**src/rtl/fdc_pkg.sv**
```systemverilog
package fdc_pkg;
   localparam int OP_W = 12;
   // instruction fields
   localparam int OP_FN_HI   = 2;
   localparam int OP_DRIVE   = 4;
   localparam int OP_DEV_LO  = 5;
   localparam int OP_DEV_W   = 4;
   localparam logic [2:0] IO_OPCODE = 3'b110;
   // operation codes
   localparam logic [2:0] FN_LOAD_CMD  = 3'd1;
   localparam logic [2:0] FN_XFER      = 3'd2;
   localparam logic [2:0] FN_SKIP_TR   = 3'd3;
   localparam logic [2:0] FN_SKIP_ERR  = 3'd4;
   localparam logic [2:0] FN_SKIP_DONE = 3'd5;
   // accumulator fields of a command word
   localparam int ACC_MAINT = 7;
   localparam int ACC_MODE  = 6;
   localparam int ACC_FN_HI = 3;
   localparam int ACC_FN_LO = 1;
   // drive functions handled by the sequencer
   localparam logic [2:0] DF_FILL  = 3'b000;
   localparam logic [2:0] DF_EMPTY = 3'b001;

   typedef struct packed {
      logic lcd;
      logic xdr;
      logic skip_tr;
      logic skip_err;
      logic skip_done;
      logic drive;
   } iot_cmd_t;

   typedef enum logic [2:0] {
      ST_IDLE, ST_SHOUT, ST_SHIN, ST_WAIT_OUT, ST_WAIT_IN
   } seq_st_e;
endpackage

```
**src/rtl/fdc_decode.sv**
```systemverilog
module fdc_decode
   import fdc_pkg::*;
#(
   parameter logic [OP_DEV_W-1:0] DEV_CODE = 4'b0111
) (
   input  logic            iot_valid,
   input  logic [OP_W-1:0] iot_op,
   output iot_cmd_t        cmd
);
   logic hit;
   logic [2:0] fn;

   assign fn  = iot_op[OP_FN_HI:0];
   assign hit = iot_valid
             && (iot_op[OP_W-1:OP_W-3] == IO_OPCODE)
             && (iot_op[OP_DEV_LO +: OP_DEV_W] == DEV_CODE)
             && !iot_op[3];

   always_comb begin
      cmd           = '0;
      cmd.drive     = iot_op[OP_DRIVE];
      cmd.lcd       = hit && (fn == FN_LOAD_CMD);
      cmd.xdr       = hit && (fn == FN_XFER);
      cmd.skip_tr   = hit && (fn == FN_SKIP_TR);
      cmd.skip_err  = hit && (fn == FN_SKIP_ERR);
      cmd.skip_done = hit && (fn == FN_SKIP_DONE);
   end
endmodule

```
**src/rtl/fdc_shreg.sv**
```systemverilog
module fdc_shreg #(
   parameter int HALF_W   = 8,
   parameter int HALVES   = 2,
   parameter int W_WIDE   = 12,
   parameter int W_NARROW = 8,
   localparam int REG_W   = HALF_W * HALVES
) (
   input  logic             clk,
   input  logic             rst_n,
   input  logic             load,
   input  logic [REG_W-1:0] load_val,
   input  logic             shift,
   input  logic             sin,
   input  logic             wide,
   output logic             sout,
   output logic [REG_W-1:0] q
);
   for (genvar h = 0; h < HALVES; h++) begin : g_half
      logic [HALF_W-1:0] half_q;
      logic              cin;
      if (h == 0) begin : g_first
         assign cin = sin;
      end else begin : g_chain
         assign cin = q[h*HALF_W-1];
      end
      always_ff @(posedge clk or negedge rst_n) begin
         if (!rst_n)      half_q <= '0;
         else if (load)   half_q <= load_val[h*HALF_W +: HALF_W];
         else if (shift)  half_q <= {half_q[HALF_W-2:0], cin};
      end
      assign q[h*HALF_W +: HALF_W] = half_q;
   end

   assign sout = wide ? q[W_WIDE-1] : q[W_NARROW-1];

   // a shift takes the serial input into the lowest bit
   assert_serial_capture_R6: assert property (@(posedge clk) disable iff (!rst_n)
      (shift && !load) |=> (q[0] == $past(sin)));
endmodule

```
**src/rtl/fdc_seq.sv**
```systemverilog
module fdc_seq
   import fdc_pkg::*;
#(
   parameter int W_WIDE       = 12,
   parameter int W_NARROW     = 8,
   parameter int WORDS_WIDE   = 64,
   parameter int WORDS_NARROW = 128,
   parameter int REG_W        = 16
) (
   input  logic             clk,
   input  logic             rst_n,
   input  iot_cmd_t         cmd,
   input  logic [OP_W-1:0]  acc,
   input  logic             drv_err,
   input  logic [REG_W-1:0] sr_q,
   output logic             sr_load,
   output logic [REG_W-1:0] sr_load_val,
   output logic             sr_shift,
   output logic             sr_wide,
   output logic             shout_act,
   output logic             shin_act,
   output logic             run0,
   output logic             run1,
   output logic             tr,
   output logic             err,
   output logic             done,
   output logic [OP_W-1:0]  rd_data,
   output logic             rd_valid
);
   localparam int MAXN = (WORDS_WIDE > WORDS_NARROW) ? WORDS_WIDE : WORDS_NARROW;
   localparam int XW   = $clog2(MAXN);
   localparam int BW   = $clog2(W_WIDE);
   localparam logic [REG_W-1:0] MASK_WIDE   = {{(REG_W-W_WIDE){1'b0}},   {W_WIDE{1'b1}}};
   localparam logic [REG_W-1:0] MASK_NARROW = {{(REG_W-W_NARROW){1'b0}}, {W_NARROW{1'b1}}};

   seq_st_e        st;
   logic [BW-1:0]  bitcnt;
   logic [XW-1:0]  xcnt;
   logic [2:0]     func;
   logic           wide, maint, cmd_ph;

   logic busy, lcd_ok, lcd_run, xdr_out, xdr_in, xdr_lb;
   logic bit_last, xfer_last, load_wide;
   logic [XW-1:0]  last_x;
   logic [OP_W-1:0] word_now;

   assign busy     = (st == ST_SHOUT) || (st == ST_SHIN);
   assign lcd_ok   = cmd.lcd && !busy;
   assign lcd_run  = lcd_ok && !acc[ACC_MAINT];
   assign xdr_out  = cmd.xdr && !maint && (st == ST_WAIT_OUT);
   assign xdr_in   = cmd.xdr && !maint && (st == ST_WAIT_IN);
   assign xdr_lb   = cmd.xdr && maint;

   assign last_x    = wide ? XW'(WORDS_WIDE - 1) : XW'(WORDS_NARROW - 1);
   assign xfer_last = (xcnt == last_x);
   assign bit_last  = (bitcnt == (wide ? BW'(W_WIDE - 1) : BW'(W_NARROW - 1)));

   assign load_wide   = lcd_ok ? !acc[ACC_MODE] : wide;
   assign sr_load     = lcd_ok || xdr_out || xdr_lb;
   assign sr_load_val = REG_W'(acc) & (load_wide ? MASK_WIDE : MASK_NARROW);
   assign sr_shift    = busy;
   assign sr_wide     = wide;
   assign shout_act   = (st == ST_SHOUT);
   assign shin_act    = (st == ST_SHIN);
   assign word_now    = OP_W'(sr_q & (wide ? MASK_WIDE : MASK_NARROW));

   always_ff @(posedge clk or negedge rst_n) begin
      if (!rst_n) begin
         st       <= ST_IDLE;
         bitcnt   <= '0;
         xcnt     <= '0;
         func     <= '0;
         wide     <= 1'b1;
         maint    <= 1'b0;
         cmd_ph   <= 1'b0;
         tr       <= 1'b0;
         err      <= 1'b0;
         done     <= 1'b0;
         run0     <= 1'b0;
         run1     <= 1'b0;
         rd_data  <= '0;
         rd_valid <= 1'b0;
      end else begin
         run0     <= 1'b0;
         run1     <= 1'b0;
         rd_valid <= 1'b0;
         err      <= drv_err || (err && !lcd_run);
         if (lcd_ok) begin
            maint <= acc[ACC_MAINT];
            wide  <= !acc[ACC_MODE];
            if (acc[ACC_MAINT]) begin
               st <= ST_IDLE;
            end else begin
               func   <= acc[ACC_FN_HI:ACC_FN_LO];
               tr     <= 1'b0;
               done   <= 1'b0;
               xcnt   <= '0;
               bitcnt <= '0;
               cmd_ph <= 1'b1;
               st     <= ST_SHOUT;
               run0   <= !cmd.drive;
               run1   <= cmd.drive;
            end
         end else if (xdr_lb) begin
            rd_data  <= word_now;
            rd_valid <= 1'b1;
         end else if (xdr_out) begin
            tr     <= 1'b0;
            bitcnt <= '0;
            st     <= ST_SHOUT;
            run0   <= !cmd.drive;
            run1   <= cmd.drive;
         end else if (xdr_in) begin
            tr       <= 1'b0;
            rd_data  <= word_now;
            rd_valid <= 1'b1;
            if (xfer_last) begin
               done <= 1'b1;
               st   <= ST_IDLE;
            end else begin
               xcnt   <= xcnt + 1'b1;
               bitcnt <= '0;
               st     <= ST_SHIN;
               run0   <= !cmd.drive;
               run1   <= cmd.drive;
            end
         end else begin
            unique case (st)
               ST_SHOUT: begin
                  bitcnt <= bitcnt + 1'b1;
                  if (bit_last) begin
                     bitcnt <= '0;
                     if (cmd_ph) begin
                        cmd_ph <= 1'b0;
                        if (func == DF_FILL) begin
                           tr <= 1'b1;
                           st <= ST_WAIT_OUT;
                        end else if (func == DF_EMPTY) begin
                           st <= ST_SHIN;
                        end else begin
                           done <= 1'b1;
                           st   <= ST_IDLE;
                        end
                     end else if (xfer_last) begin
                        done <= 1'b1;
                        st   <= ST_IDLE;
                     end else begin
                        xcnt <= xcnt + 1'b1;
                        tr   <= 1'b1;
                        st   <= ST_WAIT_OUT;
                     end
                  end
               end
               ST_SHIN: begin
                  bitcnt <= bitcnt + 1'b1;
                  if (bit_last) begin
                     bitcnt <= '0;
                     tr     <= 1'b1;
                     st     <= ST_WAIT_IN;
                  end
               end
               default: ;
            endcase
         end
      end
   end

   // a RUN pulse always follows an accepted command or transfer instruction
   assert_run_cause_R3: assert property (@(posedge clk) disable iff (!rst_n)
      (run0 || run1) |-> $past(cmd.lcd || cmd.xdr));
   // maintenance keeps the drive side quiet
   assert_maint_quiet_R4: assert property (@(posedge clk) disable iff (!rst_n)
      maint |-> !(run0 || run1 || shout_act || shin_act));
   // request and completion never coexist
   assert_tr_done_excl_R7: assert property (@(posedge clk) disable iff (!rst_n)
      !(tr && done));
   // transfer count stays inside the sector
   assert_xcnt_range_R7: assert property (@(posedge clk) disable iff (!rst_n)
      xcnt <= last_x);
   // drive 1 strobe only for an instruction that selected drive 1
   assert_drive_steer_R12: assert property (@(posedge clk) disable iff (!rst_n)
      run1 |-> $past(cmd.drive));
endmodule

```
**src/rtl/fdc_bus_bridge.sv**
```systemverilog
module fdc_bus_bridge
   import fdc_pkg::*;
#(
   parameter logic [3:0] DEV_CODE = 4'b0111,
   parameter int W_WIDE       = 12,
   parameter int W_NARROW     = 8,
   parameter int WORDS_WIDE   = 64,
   parameter int WORDS_NARROW = 128,
   parameter int HALF_W       = 8,
   parameter int HALVES       = 2
) (
   input  logic        clk,
   input  logic        rst_n,
   input  logic        iot_valid,
   input  logic [11:0] iot_op,
   input  logic [11:0] acc_in,
   input  logic        drv_err,
   input  logic        ser_in,
   output logic        ser_out,
   output logic        shout_act,
   output logic        shin_act,
   output logic        run0_o,
   output logic        run1_o,
   output logic        skip_o,
   output logic [11:0] rd_data,
   output logic        rd_valid
);
   localparam int REG_W = HALF_W * HALVES;

   initial begin
      assert (W_WIDE <= REG_W && W_WIDE <= OP_W)
         else $error("wide word does not fit the register");
      assert (W_NARROW >= 2 && W_NARROW < W_WIDE)
         else $error("narrow word must be shorter than wide word");
      assert (HALF_W >= 2 && WORDS_WIDE >= 2 && WORDS_NARROW >= 2)
         else $error("degenerate sizing");
   end

   iot_cmd_t         cmd;
   logic             sr_load, sr_shift, sr_wide;
   logic [REG_W-1:0] sr_load_val, sr_q;
   logic             tr, err, done;

   fdc_decode #(.DEV_CODE(DEV_CODE)) u_dec (
      .iot_valid (iot_valid),
      .iot_op    (iot_op),
      .cmd       (cmd)
   );

   fdc_shreg #(
      .HALF_W(HALF_W), .HALVES(HALVES), .W_WIDE(W_WIDE), .W_NARROW(W_NARROW)
   ) u_sr (
      .clk      (clk),
      .rst_n    (rst_n),
      .load     (sr_load),
      .load_val (sr_load_val),
      .shift    (sr_shift),
      .sin      (ser_in),
      .wide     (sr_wide),
      .sout     (ser_out),
      .q        (sr_q)
   );

   fdc_seq #(
      .W_WIDE(W_WIDE), .W_NARROW(W_NARROW), .WORDS_WIDE(WORDS_WIDE),
      .WORDS_NARROW(WORDS_NARROW), .REG_W(REG_W)
   ) u_seq (
      .clk         (clk),
      .rst_n       (rst_n),
      .cmd         (cmd),
      .acc         (acc_in),
      .drv_err     (drv_err),
      .sr_q        (sr_q),
      .sr_load     (sr_load),
      .sr_load_val (sr_load_val),
      .sr_shift    (sr_shift),
      .sr_wide     (sr_wide),
      .shout_act   (shout_act),
      .shin_act    (shin_act),
      .run0        (run0_o),
      .run1        (run1_o),
      .tr          (tr),
      .err         (err),
      .done        (done),
      .rd_data     (rd_data),
      .rd_valid    (rd_valid)
   );

   always_ff @(posedge clk or negedge rst_n) begin
      if (!rst_n) skip_o <= 1'b0;
      else        skip_o <= (cmd.skip_tr && tr) || (cmd.skip_err && err)
                         || (cmd.skip_done && done);
   end

   // skip only follows an instruction cycle
   assert_skip_cause_R9: assert property (@(posedge clk) disable iff (!rst_n)
      skip_o |-> $past(iot_valid));
endmodule

```
**config.mk**
```make
export PLATFORM = sky130hd
export DESIGN_NAME = fdc_bus_bridge
export DESIGN_NICKNAME = d
export VERILOG_FILES = /design/src/rtl/fdc_pkg.sv /design/src/rtl/fdc_decode.sv /design/src/rtl/fdc_shreg.sv /design/src/rtl/fdc_seq.sv /design/src/rtl/fdc_bus_bridge.sv
export SDC_FILE = /design/constraint.sdc
export NUM_CORES = 1
export LEC_CHECK = 0
export BUFFER_PORTS_ARGS = -buffer_cell sky130_fd_sc_hd__buf_2
export CAP_MARGIN = 20
export CORE_MARGIN = 5
export CORE_UTILIZATION = 55
export CTS_BUF_LIST = sky130_fd_sc_hd__clkbuf_4 sky130_fd_sc_hd__clkbuf_8
export DETAILED_ROUTE_END_ITERATION = 8
export MAX_ROUTING_LAYER = met4
export PLACE_DENSITY = 0.9
export SLEW_MARGIN = 10
export SYNTH_ARGS = -nofsm -noshare
export SYNTH_HDL_FRONTEND = slang
export SYNTH_HIERARCHICAL = 1
export SYNTH_SLANG_ARGS = --single-unit
```
**constraint.sdc**
```tcl
create_clock -name clk -period 2 [get_ports clk]
set_input_delay 0.6 -clock clk [delete_from_list [all_inputs] [get_ports clk]]
set_output_delay 0.6 -clock clk [all_outputs]
set_load 0.01 [all_outputs]
```
==> results summary, run 1 <==
The run finished, with violations left. The checks that failed: setup timing. Internal power comes to roughly 2300 uW.

The critical path goes through buf_6 -> nand4b_1 -> buf_4 -> nor4_4 -> buf_4 -> and2_1 -> o21ai_1 -> o2111ai_2 -> o2111ai_1 -> mux2_1. In this run the static leakage power is 0.001808 uW. Once the floorplan was initialized, standard cells occupied 56.02% of the core. The smallest clock period supported by the final layout is computed as 2.339 ns. The worst setup path is launched from a primary input.

The number of slew-limit violations in the final report came out at 0. The slew at the pin with the worst max-slew slack is roughly 0.50 ns. TritonCTS built the clock tree. The floorplan die area came out at about 0.0067 mm^2. The setup violation total in the final timing report came out at 49. The average via count per standard cell is 6.000.

Across all setup checks in the final design, the least slack found is -0.3392 ns. Timing would allow up to 0.4275 GHz. The total wire length is 8.044 mm. The placed instance area is between 0.003 and 0.004 mm^2. The clock network fraction of design power is 21.0%. The detailed placer's ending HPWL is about 5.0 mm. The required time reported for the critical path endpoint is roughly 2.2 ns.

The total core area is 0.005075 mm^2. The later pin in the worst-skew pair is clocked with a latency of 0.30 ns. Clock-pin slew was measured on the worst setup and hold paths at roughly 0.09 ns.

Pin placement for this block handled 48 I/O pins. Buffers inserted to repair hold after CTS numbered 0. The library cells used most frequently in the layout, excluding fill and tap cells, are sky130_fd_sc_hd__buf_2, sky130_fd_sc_hd__dfrtp_1, sky130_fd_sc_hd__nand2_1, sky130_fd_sc_hd__buf_4, sky130_fd_sc_hd__o21ai_1. The horizontal extent of the die came out at 81.89 um. The post-route fraction of the period consumed by the critical path is 117.0%.

In the final layout, the share of cells above drive strength 1 is between 30% and 40%. The worst hold slack across all endpoints came out at about 0.25 ns. The routed length per instance is 18.00 um.

The net count of the mapped netlist is 322. In this run the cell area of the synthesized design comes to 0.002843 mm^2. The overflow left after global routing came out at 0. The finished cells cover 0.003734 mm^2.

The power consumption came out at around 3500 uW. The post-route antenna net violation count is 0. The number of standard cells after synthesis is 291. The most prevalent standard cell on the critical path is sky130_fd_sc_hd__buf_4. The number of clock buffers added by TritonCTS is 5. The peak supply drop is 542.2 uV. Global routing used 24.27% of the available tracks. The number of buffers between clock root and the deepest sink is 2. The largest individual stage delay along the critical path comes from the cell sky130_fd_sc_hd__mux2_1. For this run, the number of Yosys warnings is 6. The overall die height is 81.89 um. The longest individual stage delay on the worst path came out at 0.37 ns.

The number of clock sinks seen by CTS came out at 51. The routability-driven placement congestion ratio is around 0.9. The number of antenna repair diodes came out at 0. The combined buffer and inverter count along the critical path is 3. The kind of cell with the highest combined delay along the critical path is simple AND/OR/NAND/NOR gates. The first-pass GRT wire length came out at 12.19 mm. On the final layout, the worst clock skew is 0.005411 ns.

STA classifies the critical path endpoint as a flip-flop. The number of remaining DRC errors came out at 0. The worst setup path category is primary input to flip-flop. The signal arrival time at the worst endpoint is 2.51 ns. The path class of the tightest hold or removal check is primary input to async pin.

The total of max-cap violations came out at 0. The first-pass iteration count of the detailed router is 5. The synthesis-to-layout area growth came out at 31.34%. In this run the worst path has a maximum fanout of 5. The count of port buffers added during placement is between 40 and 50.

The detailed-route via count came out at 2682. Setup repair after global routing could not meet its margin everywhere. The clock root buffer is sky130_fd_sc_hd__clkbuf_8. A synthesized cell averages 9.769 um^2. The area taken by flip-flops and latches is 0.001284 mm^2. The count of routing violations after the opening detailed-route iteration is 387. The total count of hold-check failures in the final report is 0. The via count of the first global-routing pass came out at 2555. The normalized max-slew margin is 66.49%.

The pin count of the biggest net entering global routing came out at 33. The ratio of total power to cell area is 932.3 mW/mm^2. Summed over all nets, the switching power comes to 1229 uW.

The combined area of the multi-input logic cells is 0.001504 mm^2. The net count reported at finish is 407. The fraction of power consumed by combinational cells came out at 40.7%. The placement row count is 26. The number of levels the H-tree was split into came out at 2. The switching power as a share of total power came out at a little over a third.

Sequential cells account for 38.3% of the total power. The number of filler instances in the final layout is approximately 340. The initial antenna violation count was 0.
-- per-stage QoR --
step	cells	setup WS (ns)	utilization, %	TNS (ns)
floorplan	291	-0.4447	-	-12.96
global placement	418	-0.5846	64.97	-23.86
detailed placement	418	-0.6758	64.97	-26.10
CTS	439	-0.1839	71.55	-4.918
global route	447	-0.3885	73.57	-13.04
finish	447	-0.3392	73.57	-8.654
-- routing by layer --
| layer | track usage [%] | vias to the layer above | part of all wire (%) |
|---|---|---|---|
| met3 | 3.070 | 34 | 6.8 |
| li1 | - | 1200 | - |
| met1 | 30.15 | 1301 | 39 |
| met2 | 40.63 | 147 | 51 |
| met5 | - | - | 0 |
| met4 | 8.804 | 0 | 3.0 |
-- what timing repair did --
action | 4_1_cts | 5_1_grt
gates resized for setup | 32 | 13
setup endpoints to repair | 49 | 51
cloned | 2 | 2
buffers inserted | 11 | 7
pin swaps | 9 | 7
-- power groups by stage --
| stage | Clock [uW] | Sequential (uW) | Combinational, uW |
|---|---|---|---|
| floorplan | 0 | 1270 | 980 |
| global placement | 0 | 1340 | 1060 |
| detailed placement | 0 | 1350 | 1100 |
| CTS | 746 | 1340 | 1140 |
| global route | 775 | 1350 | 1520 |
| finish | 730 | 1330 | 1420 |
-- registers in the layout, indices dropped and copies added (netlist names), 3 cells and up --
name / cells
u_seq/bitcnt: 4
u_seq/func: 3
u_seq/rd_data: 12
u_seq/st: 3
u_seq/xcnt: 7
u_sr/g_half.half_q: 12
-- worst register-to-register path: cells and delay by family, from the launching register on --
family                     cells  cell delay (ns)
adders and majority gates      1             0.19
DFF                            1             0.40
muxes                          1             0.37
AOI/OAI and AO/OA              2             0.38
and+or+nand+nor                2             0.58
-- layout make-up --
class	count	share of cell area, %
multi-input combinational	210	40.28
tap	70	2.346
inverter	7	0.7038
clock buffer	6	2.212
sequential	51	34.38
timing repair buffer	101	19.14
clock inverter	2	0.9383
-- worst paths after layout --
check / start / end / slack [ns] / depth (start not counted)
worst max-delay path: iot_op[8] / u_seq/tr$_DFFE_PN0P_ / -0.34 / 10
worst min-delay path: rst_n / u_seq/rd_data[0]$_DFFE_PN0P_ / 0.25 / 1
worst max register to register: u_seq/xcnt[0]$_DFFE_PN0P_ / u_seq/tr$_DFFE_PN0P_ / -0.04 / 6
worst min register to register: u_seq/func[0]$_DFFE_PN0P_ / u_seq/func[0]$_DFFE_PN0P_ / 0.47 / 2
max in group asynchronous: rst_n / u_seq/sr_wide$_DFF_PN1_ / 1.16 / 2
min in group clk: iot_op[4] / u_seq/run0$_DFF_PN0_ / 0.45 / 2
Power figures use the tool's default switching activity.
==> inputs of run 2 (changes only) <==
==> constraint.sdc (replaced) <==
create_clock -name clk -period 2 [get_ports clk]
set_input_delay 0.6 -clock clk [delete_from_list [all_inputs] [get_ports clk]]
set_output_delay 0.6 -clock clk [all_outputs]
set_load 0.005 [all_outputs]
==> run 2 against run 1 <==
Compared with the run above: wire length is 28% higher; critical path type unchanged; largest power group unchanged; sequential share of layout area fell by 3.3 points; first-iteration DRC count is 1.8% higher; flip-flop and latch count unchanged; clock power is 6.8% higher; the flow still finishes with violations (setup timing).
==> results summary, run 2 (synthesized netlist as in run 1, its figures left out) <==
The overflow left after global routing came to 0 (unchanged). The required time reported for the critical path endpoint is 2.22 ns (was 2.18 ns). The power consumption came to 3641 uW (was 3481 uW). The count of hold buffers inserted by post-cts repair came out at 0 (unchanged). The count of routing violations after the opening detailed-route iteration is 394 (was 387). The synthesis-to-layout area growth came out at 44.89% (was 31.34%). The floorplan die area is 0.006706 mm^2 (unchanged). The average via count per standard cell came out at 6.454 (was 6.000). Status: finished, violations left (unchanged). The initial antenna violation count came out at 0 (unchanged). The longest individual stage delay on the worst path is 0.39 ns (was 0.37 ns). The post-route antenna net violation count came out at 0 (unchanged). Largest registers: u_seq/rd_data (12), u_sr/g_half.half_q (12), u_seq/xcnt (7) (unchanged). The fraction of final layout cells with drive strength greater than 1 is 50.26% (was 38.46%).

The number of remaining DRC errors is 0 (unchanged). The horizontal extent of the die is 81.89 um (unchanged). The worst setup path category was primary input to flip-flop (unchanged). The setup violation total in the final timing report came out at 50 (was 49). The net count reported at finish came out at 414 (was 407).

The total count of hold-check failures in the final report is 0 (unchanged). The routability-driven placement congestion ratio came out at 0.9276 (was 0.8848). The maximum net fanout on the critical path was 5 (unchanged). The total length of routed met2 wires came out at 5.071 mm (was 4.123 mm). The signal arrival time at the worst endpoint is 2.63 ns (was 2.51 ns). RSZ-0062 raised after global routing: true (unchanged). The wire length on met1 is 3.770 mm (was 3.127 mm). The fraction of power consumed by combinational cells was 41.2% (was 40.7%). The class of the tightest hold or removal check is primary input to async pin (unchanged).

The placement row count came out at 26 (unchanged). The leakage dissipation is 0.001956 uW (was 0.001808 uW). The slew at the pin with the worst max-slew slack is 0.5607 ns (was 0.4993 ns). The count of pins on the block boundary was 48 (unchanged). The internal power component is 2238 uW (was 2252 uW).

The total global routing track utilization came out at 23.66% (was 24.27%). The met3 wire length came out at 799 um (was 549 um). The maximum achievable frequency is 0.4142 GHz (was 0.4275 GHz). The number of slew-limit violations in the final report was 0 (unchanged).

The number of levels the H-tree was split into came to 2 (unchanged). The total negative slack for setup checks came out at -11.51 ns (was -8.654 ns). The detailed-route via count is 2930 (was 2682). The final instance area came out at 0.004119 mm^2 (was 0.003734 mm^2). The effective utilization at floorplan was 56.02% (unchanged). The library cell used most frequently in the layout, excluding fill and tap cells, is sky130_fd_sc_hd__dfrtp_1. The final worst slack came out at -0.4142 ns (was -0.3392 ns). The first-pass iteration count of the detailed router is 5 (unchanged).

The number of antenna repair diodes is 0 (unchanged). The detailed placer's ending HPWL was 5.089 mm (was 5.016 mm). The insertion delay of the later-clocked pin in the worst-skew pair came out at 0.33 ns (was 0.30 ns). Failing checks: setup timing (unchanged).

The total wire length came out at 10.33 mm (was 8.044 mm). The normalized max-slew margin came out at 62.37% (was 66.49%). The cell with the largest stage delay on the worst path was sky130_fd_sc_hd__or3b_4 (was sky130_fd_sc_hd__mux2_1). The type of origin of the critical path was a primary input (unchanged). The startpoint of the worst register-to-register path is u_seq/xcnt[0]$_DFFE_PN0P_ (unchanged).

The first-pass GRT wire length came out at 11.82 mm (was 12.19 mm). The worst setup path startpoint is iot_op[2] (was iot_op[8]). The total CTS buffers came out at 5 (unchanged). The number of clock sinks seen by CTS was 51 (unchanged). The ratio of total power to cell area came out at 883.9 mW/mm^2 (was 932.3 mW/mm^2).

The most prevalent standard cell on the critical path is sky130_fd_sc_hd__buf_4 (unchanged). The time the final worst path needs with I/O delays and setup is 2.414 ns (was 2.339 ns). The pin count of the biggest net entering global routing came out at 29 (was 33). The switching power as a share of total power came out at 38.53% (was 35.30%). The category of cells accounting for the largest share of critical-path delay is simple AND/OR/NAND/NOR gates (unchanged). The via count of the first global-routing pass is 2573 (was 2555).

The clock root buffer is sky130_fd_sc_hd__clkbuf_8 (unchanged). The placed instance area was 0.003297 mm^2 (unchanged). The peak supply drop is 731.3 uV (was 542.2 uV). The number of placed cells counting well taps came out at 418 (unchanged). The number of buffers between clock root and the deepest sink came out at 2 (unchanged). The total of max-cap violations came to 0 (unchanged). Cell-by-cell trace of the critical path: buf_6 -> or3b_4 -> nor4_4 -> buf_4 -> nor3b_4 -> o211ai_1 -> buf_4 -> nand2_1 -> o21ai_1 -> a31oi_1 (was buf_6 -> nand4b_1 -> buf_4 -> nor4_4 -> buf_4 -> and2_1 -> o21ai_1 -> o2111ai_2 -> o2111ai_1 -> mux2_1). The sort of element at the end of the critical path is a flip-flop (unchanged). The non-filler instance count after layout came out at 454 (was 447). The count of port buffers added during placement was 47 (unchanged). Most frequent cells in the layout: sky130_fd_sc_hd__dfrtp_1, sky130_fd_sc_hd__buf_2, sky130_fd_sc_hd__buf_4, sky130_fd_sc_hd__nand2_1, sky130_fd_sc_hd__mux2i_1 (was sky130_fd_sc_hd__buf_2, sky130_fd_sc_hd__dfrtp_1, sky130_fd_sc_hd__nand2_1, sky130_fd_sc_hd__buf_4, sky130_fd_sc_hd__o21ai_1). The worst clock skew is 0.02643 ns (was 0.005411 ns). The CTS tree is yes (unchanged). The number of filler instances in the final layout is 265 (was 339). The overall die height came out at 81.89 um (unchanged). The top metal layer carrying routed signals is met4 (unchanged).

The combined buffer and inverter count along the critical path came out at 3 (unchanged). The routed length per instance came to 22.75 um (was 18.00 um). The clock network fraction of design power came out at 21.4% (was 21.0%). The post-route fraction of the period consumed by the critical path is 120.7% (was 117.0%).

The total core area was 0.005075 mm^2 (unchanged). The net switching power is 1403 uW (was 1229 uW). The share of power burned in registers is 37.4% (was 38.3%).

The clock transition at the register clock pins on the worst setup and hold paths after CTS was 0.12 ns (was 0.09 ns).
-- run 2: layout make-up --
| type | count | area [um^2] | share of cell area [%] |
|---|---|---|---|
| clock buffers | 6 | 82.58 | 2.005 |
| well taps | 70 | 87.58 | 2.126 |
| clock inverters | 2 | 38.79 | 0.9417 |
| repair buffers | 108 | 864.6 | 20.99 |
| flip-flops and latches | 51 | 1280 | 31.08 |
| multi-input cells | 210 | 1739 | 42.22 |
| inverters | 7 | 26.28 | 0.6379 |
-- run 2: worst paths after layout --
| kind | depth (start not counted) | slack (ns) | end |
|---|---|---|---|
| max reg2reg | 6 | -0.23 | u_seq/tr$_DFFE_PN0P_ |
| max | 10 | -0.41 | u_seq/st[0]$_DFFE_PN0P_ |
| min in group clk | 2 | 0.44 | u_seq/run0$_DFF_PN0_ |
| min | 1 | 0.14 | u_sr/g_half[1].half_q[1]$_DFFE_PN0P_ |
| min reg2reg | 1 | 0.51 | u_seq/err$_DFF_PN0_ |
| max in group asynchronous | 2 | 1.18 | u_seq/xcnt[0]$_DFFE_PN0P_ |
-- run 2: repair_timing --
| action | CTS | global route |
|---|---|---|
| pin swaps | 15 | 28 |
| buffers inserted | 9 | 12 |
| gates cloned | 0 | 7 |
| endpoints found under the setup margin | 50 | 51 |
| resized for setup | 26 | 84 |
-- run 2: power by group through the flow --
| stage | registers [uW] | logic [uW] | clock network (uW) |
|---|---|---|---|
| detailed placement | 1330 | 1100 | 0 |
| floorplan | 1270 | 971 | 0 |
| global placement | 1320 | 1050 | 0 |
| CTS | 1320 | 1150 | 762 |
| finish | 1360 | 1500 | 780 |
| global route | 1370 | 1560 | 826 |
-- run 2: through the flow --
step	worst slack (ns)	hold WS, ns	utilization, %
3_5_place_dp	-0.6423	0.4585	64.97
2_1_floorplan	-0.4447	0.3044	-
5_1_grt	-0.4976	0.1459	81.16
3_3_place_gp	-0.5648	0.4547	64.97
6_report	-0.4142	0.1371	81.16
4_1_cts	-0.1984	0.1591	70.93
-- run 2: worst register-to-register path, cell delays in order (launching register included) --
cell	delay, ns
sky130_fd_sc_hd__dfrtp_1	0.42
sky130_fd_sc_hd__ha_1	0.22
sky130_fd_sc_hd__nand3_1	0.24
sky130_fd_sc_hd__nor3_2	0.44
sky130_fd_sc_hd__o21ai_1	0.17
sky130_fd_sc_hd__o2111ai_1	0.29
sky130_fd_sc_hd__mux2_4	0.33
-- run 2: metal layers --
layer	vias to the layer above	global-route usage, %
met5	-	-
met4	0	9.635
met3	84	5.592
met2	222	39.50
met1	1410	27.39
li1	1214	-
